[src/rtl/adc_rp_pkg.sv]
package adc_rp_pkg;

    parameter int RES_W  = 16;
    parameter int KIND_W = 2;

    typedef enum logic [KIND_W-1:0] {
        KIND_SE_POS = 2'b00,
        KIND_SE_NEG = 2'b01,
        KIND_DIFF   = 2'b10,
        KIND_RSVD   = 2'b11
    } kind_e;

    typedef struct packed {
        logic [RES_W-1:0] word;
        logic             ready;
        logic             overrun;
    } hold_state_t;

    function automatic logic need_flip(input logic [KIND_W-1:0] kind,
                                       input logic sneg_en,
                                       input logic diff_en);
        logic f;
        unique case (kind_e'(kind))
            KIND_SE_NEG: f = sneg_en;
            KIND_DIFF:   f = diff_en;
            default:     f = 1'b0;
        endcase
        return f;
    endfunction

endpackage

[src/rtl/adc_rp_polarity.sv]
module adc_rp_polarity #(
    parameter int W  = adc_rp_pkg::RES_W,
    parameter int KW = adc_rp_pkg::KIND_W
) (
    input  logic [W-1:0]  in_word,
    input  logic [KW-1:0] in_kind,
    input  logic          sneg_en,
    input  logic          diff_en,
    output logic [W-1:0]  out_word
);
    logic flip;

    always_comb flip = adc_rp_pkg::need_flip(in_kind, sneg_en, diff_en);

    for (genvar b = 0; b < W; b++) begin : g_bit
        assign out_word[b] = in_word[b] ^ flip;
    end
endmodule

[src/rtl/adc_rp_hold.sv]
module adc_rp_hold #(
    parameter int W = adc_rp_pkg::RES_W
) (
    input  logic         clk,
    input  logic         rst,
    input  logic         in_valid,
    input  logic [W-1:0] in_word,
    input  logic         keep_new,
    input  logic         ack,
    input  logic         clr_ovr,
    output logic [W-1:0] q_word,
    output logic         q_ready,
    output logic         q_ovr
);
    typedef struct packed {
        logic [W-1:0] word;
        logic         ready;
        logic         overrun;
    } st_t;

    st_t st_q, st_d;
    logic ovr_ev, load;

    always_comb begin
        ovr_ev = in_valid && st_q.ready && !ack;
        load   = in_valid && (!st_q.ready || ack || keep_new);
        st_d   = st_q;
        if (load) st_d.word = in_word;
        if (in_valid)      st_d.ready = 1'b1;
        else if (ack)      st_d.ready = 1'b0;
        if (ovr_ev)        st_d.overrun = 1'b1;
        else if (clr_ovr)  st_d.overrun = 1'b0;
    end

    always_ff @(posedge clk) begin
        if (rst) st_q <= '0;
        else     st_q <= st_d;
    end

    assign q_word  = st_q.word;
    assign q_ready = st_q.ready;
    assign q_ovr   = st_q.overrun;

    a_r2_valid_sets_ready: assert property (@(posedge clk) disable iff (rst)
        in_valid |=> q_ready);
    a_r4_keep_old: assert property (@(posedge clk) disable iff (rst)
        (in_valid && q_ready && !ack && !keep_new) |=> $stable(q_word));
    a_r5_keep_new: assert property (@(posedge clk) disable iff (rst)
        (in_valid && q_ready && !ack && keep_new) |=> (q_word == $past(in_word)));
    a_r6_sticky: assert property (@(posedge clk) disable iff (rst)
        (q_ovr && !clr_ovr) |=> q_ovr);
    a_r6_set: assert property (@(posedge clk) disable iff (rst)
        (in_valid && q_ready && !ack) |=> q_ovr);
    a_r7_ack_clears: assert property (@(posedge clk) disable iff (rst)
        (ack && !in_valid) |=> (!q_ready && $stable(q_word)));
    a_r8_no_false_ovr: assert property (@(posedge clk) disable iff (rst)
        (!q_ovr && (ack || !in_valid || !q_ready)) |=> !q_ovr || $past(q_ovr));
endmodule

[src/rtl/adc_result_path.sv]
module adc_result_path #(
    parameter int W  = adc_rp_pkg::RES_W,
    parameter int KW = adc_rp_pkg::KIND_W
) (
    input  logic          clk,
    input  logic          rst,
    input  logic          res_valid,
    input  logic [W-1:0]  res_data,
    input  logic [KW-1:0] res_kind,
    input  logic          inv_sneg_en,
    input  logic          inv_diff_en,
    input  logic          ovr_keep_new,
    input  logic          dma_en,
    input  logic          rd_ack,
    input  logic          ovr_clr,
    output logic [W-1:0]  rp_data,
    output logic          rp_ready,
    output logic          rp_dma_req,
    output logic          rp_overrun
);
    logic [W-1:0] pol_word;

    adc_rp_polarity #(.W(W), .KW(KW)) u_pol (
        .in_word (res_data),
        .in_kind (res_kind),
        .sneg_en (inv_sneg_en),
        .diff_en (inv_diff_en),
        .out_word(pol_word)
    );

    adc_rp_hold #(.W(W)) u_hold (
        .clk     (clk),
        .rst     (rst),
        .in_valid(res_valid),
        .in_word (pol_word),
        .keep_new(ovr_keep_new),
        .ack     (rd_ack),
        .clr_ovr (ovr_clr),
        .q_word  (rp_data),
        .q_ready (rp_ready),
        .q_ovr   (rp_overrun)
    );

    assign rp_dma_req = rp_ready && dma_en;

    a_r9_dma_gated: assert property (@(posedge clk) disable iff (rst)
        rp_dma_req |-> (rp_ready && dma_en));
    a_r10_idle_ack: assert property (@(posedge clk) disable iff (rst)
        (rd_ack && !res_valid && !rp_ready && !ovr_clr) |=> ($stable(rp_data) && !rp_ready && $stable(rp_overrun)));
endmodule

[config.mk]
export PLATFORM = sky130hd
export DESIGN_NAME = adc_result_path
export DESIGN_NICKNAME = d
export VERILOG_FILES = /design/src/rtl/adc_rp_pkg.sv /design/src/rtl/adc_rp_polarity.sv /design/src/rtl/adc_rp_hold.sv /design/src/rtl/adc_result_path.sv
export SDC_FILE = /design/constraint.sdc
export NUM_CORES = 1
export LEC_CHECK = 0
export BUFFER_PORTS_ARGS = -buffer_cell sky130_fd_sc_hd__buf_2
export CORE_ASPECT_RATIO = 1.2
export CORE_UTILIZATION = 49
export DETAILED_ROUTE_END_ITERATION = 6
export HOLD_SLACK_MARGIN = 0.12
export PLACE_DENSITY = 0.84
export SLEW_MARGIN = 20
export SYNTH_ARGS = -nofsm -noshare
export SYNTH_HDL_FRONTEND = slang
export SYNTH_SLANG_ARGS = --single-unit
[constraint.sdc]
create_clock -name clk -period 3.25 [get_ports clk]
set_input_delay 0.325 -clock clk [delete_from_list [all_inputs] [get_ports clk]]
set_output_delay 0.325 -clock clk [all_outputs]
set_load 0.01 [all_outputs]
# Word level (Yosys, flattened, before mapping)
# Cells that the tools add are included.
word_totals:
  ff_bits: 18
  latch_bits: 0
  ram_bits: 0
  rom_bits: 0
  inputBits: 27
  out_inout_bits: 19
  wordCells: 36
  n_memories: 0
op_classes:
  n_addsub: 0
  n_mul: 0
  div: 0
  n_lt_le_gt_ge: 0
  n_eq_ne: 2
  n_shift: 0
  n_mux: 5
  n_bitwise: 16
  reduce_logical: 10
ops:
  columns: ["cell", "count"]
  rows:
  - ["1-bit bitwise XOR", 16]
  - ["1-bit logical AND", 4]
  - ["1-bit 2-to-1 mux", 4]
  - ["2-bit nonzero test", 2]
  - ["2-bit by 1-bit == test with 1-bit output (second input constant)", 1]
  - ["2-bit == test (second input constant)", 1]
  - ["1-bit zero test", 2]
  - ["1-bit logical OR", 2]
  - ["1-bit case mux with 2 select lines", 1]

# Logic depth before layout (Yosys ltp)
logic_depth:
  ltp_word: 4
  mapped_depth: 6
  depth_no_buf: 5

# Cells and area by module
# A second synthesis with hierarchy kept.
unflattened:
  cells_unflattened: 103
  area_unflattened_um2: 1032.2
modules_own_cells:
  columns: ["module", "instances", "cells_each", "area_per_inst_um2", "seq_area_each_um2"]
  rows:
  - ["adc_rp_hold", 1, 79, 814.5, 360.3]
  - ["adc_rp_polarity", 1, 23, 211.5, 0.0]
  - ["adc_result_path", 1, 1, 6.3, 0.0]

# Least setup slack after synthesis
# Ideal clock, no wire load.
synth_path:
  path_type: "input-to-reg"
  startpoint: "in res_kind[0]"
  endpoint: "reg u_hold.st_q (netlist bit u_hold.q_word[0])"
  setup_ps: 88
  arrival_ps: 1455
  required_ps: 3162
  slack_ps: 1707
  path_stages: 5
  n_path_buf: 1
  cell_sequence: "inv_1 > ha_1 > clkbuf_1 > or3_1 > a311oi_2"
synth_via:
  elab_chain_len: 3
  word_cells_on_any_way: 4
  classes_between: "eq/ne (2); mux (1); bitwise (1)"
synth_rtl:
  columns: ["item", "line", "rtl"]
  rows:
  - ["start, declared", "adc_result_path.sv:9", "input logic [KW-1:0] res_kind,"]
  - ["2-bit == test / 2-bit by 1-bit == test with 1-bit output (equally long branches)", "adc_rp_pkg.sv:23", "unique case (kind_e'(kind))"]
  - ["1-bit case mux with 2 select lines (*)", "adc_rp_pkg.sv:23", null]
  - ["1-bit bitwise XOR (*)", "adc_rp_polarity.sv:16", "assign out_word[b] = in_word[b] ^ flip;"]
  - ["end signal, assigned", "adc_rp_hold.sv:37", "else st_q <= st_d;"]
  - ["end, declared", "adc_rp_hold.sv:21", "st_t st_q, st_d;"]
# Mark *: on every way between the ends. The rest lies on a longest branch, timed or not.
# A chain may end at the register's enable or synchronous reset.

# Worst setup path after layout
layout_path:
  startpoint: "reg u_hold.st_q (netlist bit u_hold.q_ready)"
  endpoint: "reg u_hold.st_q (netlist bit u_hold.q_word[6])"
layout_via:
  elab_chain_len: 4
layout_rtl:
  columns: ["item", "line", "rtl"]
  rows:
  - ["1-bit zero test", "adc_rp_hold.sv:26", "load = in_valid && (!st_q.ready || ack || keep_new);"]
  - ["1-bit logical OR (2 in series)", "adc_rp_hold.sv:26", null]
  - ["1-bit logical AND", "adc_rp_hold.sv:26", null]
# No other way between the ends.

==> flow_metrics.tcl <==
set metrics [dict create \
    status "completed" \
    ant_nets 0 \
    clk_transition_reported_paths_ns 0.09 \
    dpl.hpwl_um 1440 \
    hold-worst-slack_ns 0.308 \
    synth_area_per_cell_um2 8.95 \
    cts_buffers 3 \
    synth_nets 139 \
    die_h_um 51.1 \
    synth.distinct_cells 17 \
    place_ws_ns 1.39 \
    rows 17 \
    core_area_mm2 0.00187 \
    skew_ns 0.0104 \
    p_clk_frac 0.235 \
    total_power_mw 0.475 \
    crit_required_ns 3.46 \
    clockBufferDepth 2 \
    grt_overflow 0 \
    p_comb_frac 0.247 \
    synth.ff_latch_count 18 \
    instances_no_fill 164 \
    grt_start_max_net_pins 33 \
    start_util 0.526 \
    io_pins 46 \
    rsz0062_at_grt "false" \
    htree_levels 1 \
    route.vias.total 953 \
    cts.repair.resized 0 \
    cp.arrival_ns 1.82 \
    finalHoldViolations 0 \
    wl_met3_um 91 \
    grt_pass1_vias 832 \
    grt_use_total 0.195 \
    fin_ws_ns 1.63 \
    final_nets 176 \
    netSwitchingPower_mw 0.143 \
    ir_drop_v 0.000241 \
    slew_headroom 0.550 \
    setup_viol 0 \
    place.gp.congestion 0.695 \
    yosysSeqAreaShare 0.366 \
    highest_layer "met4" \
    cp-end-kind "register" \
    drc 0 \
    drt_iter0_drc 14 \
    cts-root-buf "clkbuf_4" \
    grt_pass1_wl_um 3330 \
    maxSlewViolCount 0 \
    maxCapViolCount 0 \
    critPathKind "register to register" \
    holdBufCountCts 0 \
    drt_wl_total_um 2040 \
    path_max_fanout 17 \
    power_density_mw_per_mm2 397 \
    post-route-min-period_ns 1.62 \
    drt_pre_antenna_iters 4 \
    fin_crit_sh 0.497 \
    fmaxAchievable_mhz 619 \
    grt_antenna_before_repair 0 \
    via_per_inst 5.81 \
    port_buffers 45 \
    tightest_slew_ns 0.676 \
    cts_tree "built" \
    die_w_um 42.9 \
    hold_class "primary input to register" \
    cts_setup_buffers 0 \
    syn_to_final_growth_pct 21.3 \
    wl_per_cell_um 12.4 \
    wl_met1_um 842 \
    power_leakage_nw 0.497 \
    ys_warn_count 0 \
    clk_latency_ns 0.30 \
    die_area_mm2 0.00219 \
    p_int_mw 0.332 \
    n_antenna_cell 0 \
    setup_tns_ns 0 \
    drive_gt1_frac 0.414 \
    placed_cells 161 \
    synth.cell_area_um2 985 \
    p_sw_frac 0.300 \
    syn_inst 110 \
    wl_met2_um 1060 \
    seq_power_share 0.518 \
    clock-sinks 18 \
    critPathLaunchType "register" \
]
==> final timing paths <==
path / slack (ns) / end / depth (start not counted) / from
max: 1.63 / u_hold.q_word[6] / 3 / u_hold.q_ready
min: 0.31 / u_hold.q_word[4] / 3 / res_data[4]
max reg2reg: 1.63 / u_hold.q_word[6] / 3 / u_hold.q_ready
min reg2reg: 0.52 / u_hold.q_word[6] / 2 / u_hold.q_word[6]
==> synth_stat cells <==
library cell / count / share of area
and2_4: 1 / 0.0089
buf_6: 2 / 0.023
o21ai_0: 16 / 0.081
nor2b_1: 2 / 0.013
clkbuf_1: 11 / 0.042
a21oi_1: 17 / 0.086
dfxtp_1: 18 / 0.37
a311oi_1: 6 / 0.053
and2_1: 1 / 0.0064
buf_2: 1 / 0.0051
a22oi_1: 1 / 0.0076
a311oi_2: 10 / 0.15
inv_1: 2 / 0.0076
or3_1: 16 / 0.10
or3b_1: 1 / 0.0089
ha_1: 2 / 0.025
nor2_1: 3 / 0.011
==> critical path, cell delays in order (launching register included) <==
cell,delay (ns)
dfxtp_1,0.35
or3b_1,0.60
and2_4,0.35
a311oi_1,0.22
==> state kept, by name (all words and copies together), names as in the netlist <==
signal and cells:
u_hold.q_word 16, u_hold.q_ready 1, u_hold.q_ovr 1
==> routing by layer <==
layer | vias to the layer above | track usage
li1 | 486 | -
met1 | 434 | 0.208
met2 | 28 | 0.356
met3 | 5 | 0.0353
met4 | 0 | 0.104
met5 | - | 0
==> cell families (layout without fill, tap and decap cells) <==
family,after synthesis,count (layout),share of synthesized area
flip-flops,18,18,0.366
adder cells (fa/ha/maj),2,2,0.0254
buffers and inverters,16,51,0.0775
AND/OR/NAND/NOR,24,24,0.150
AO/OA/AOI/OAI,50,50,0.381
==> power groups by stage <==
stage | Combinational [mW] | Clock [mW] | Sequential, mW
after floorplan | 0.0708 | 0 | 0.260
after global placement | 0.114 | 0 | 0.251
after detailed placement | 0.118 | 0 | 0.251
after CTS | 0.118 | 0.112 | 0.246
after global routing | 0.131 | 0.118 | 0.248
final | 0.117 | 0.111 | 0.246
==> cell usage in the layout, fill, tap and decap left out <==
| cell | n |
|---|---|
| buf_2 | 45 |
| dfxtp_1 | 18 |
| a21oi_1 | 17 |
| o21ai_0 | 16 |
| or3_1 | 16 |
| a311oi_2 | 10 |
| a311oi_1 | 6 |
| nor2_1 | 3 |
| clkbuf_4 | 3 |
| inv_1 | 2 |
| nor2b_1 | 2 |
| ha_1 | 2 |
| and2_1 | 1 |
| or3b_1 | 1 |
| and2_4 | 1 |
| a22oi_1 | 1 |
| buf_4 | 1 |
==> final cells by class <==
| type | count | area (um2) |
|---|---|---|
| Clock buffer | 3 | 22.5 |
| Fill cell | 173 | 677 |
| Inverter | 2 | 7.51 |
| Multi-Input combinational cell | 76 | 548 |
| Sequential cell | 18 | 360 |
| Tap cell | 19 | 23.8 |
| Timing Repair Buffer | 46 | 233 |
==> stage by stage <==
step | area, um2 | utilization
after global placement | 1170 | 0.626
after CTS | 1190 | 0.638
after global routing | 1190 | 0.638
after detailed placement | 1170 | 0.626
after floorplan | 985 | -
final | 1190 | 0.638
(Power assumes the default switching activity.)
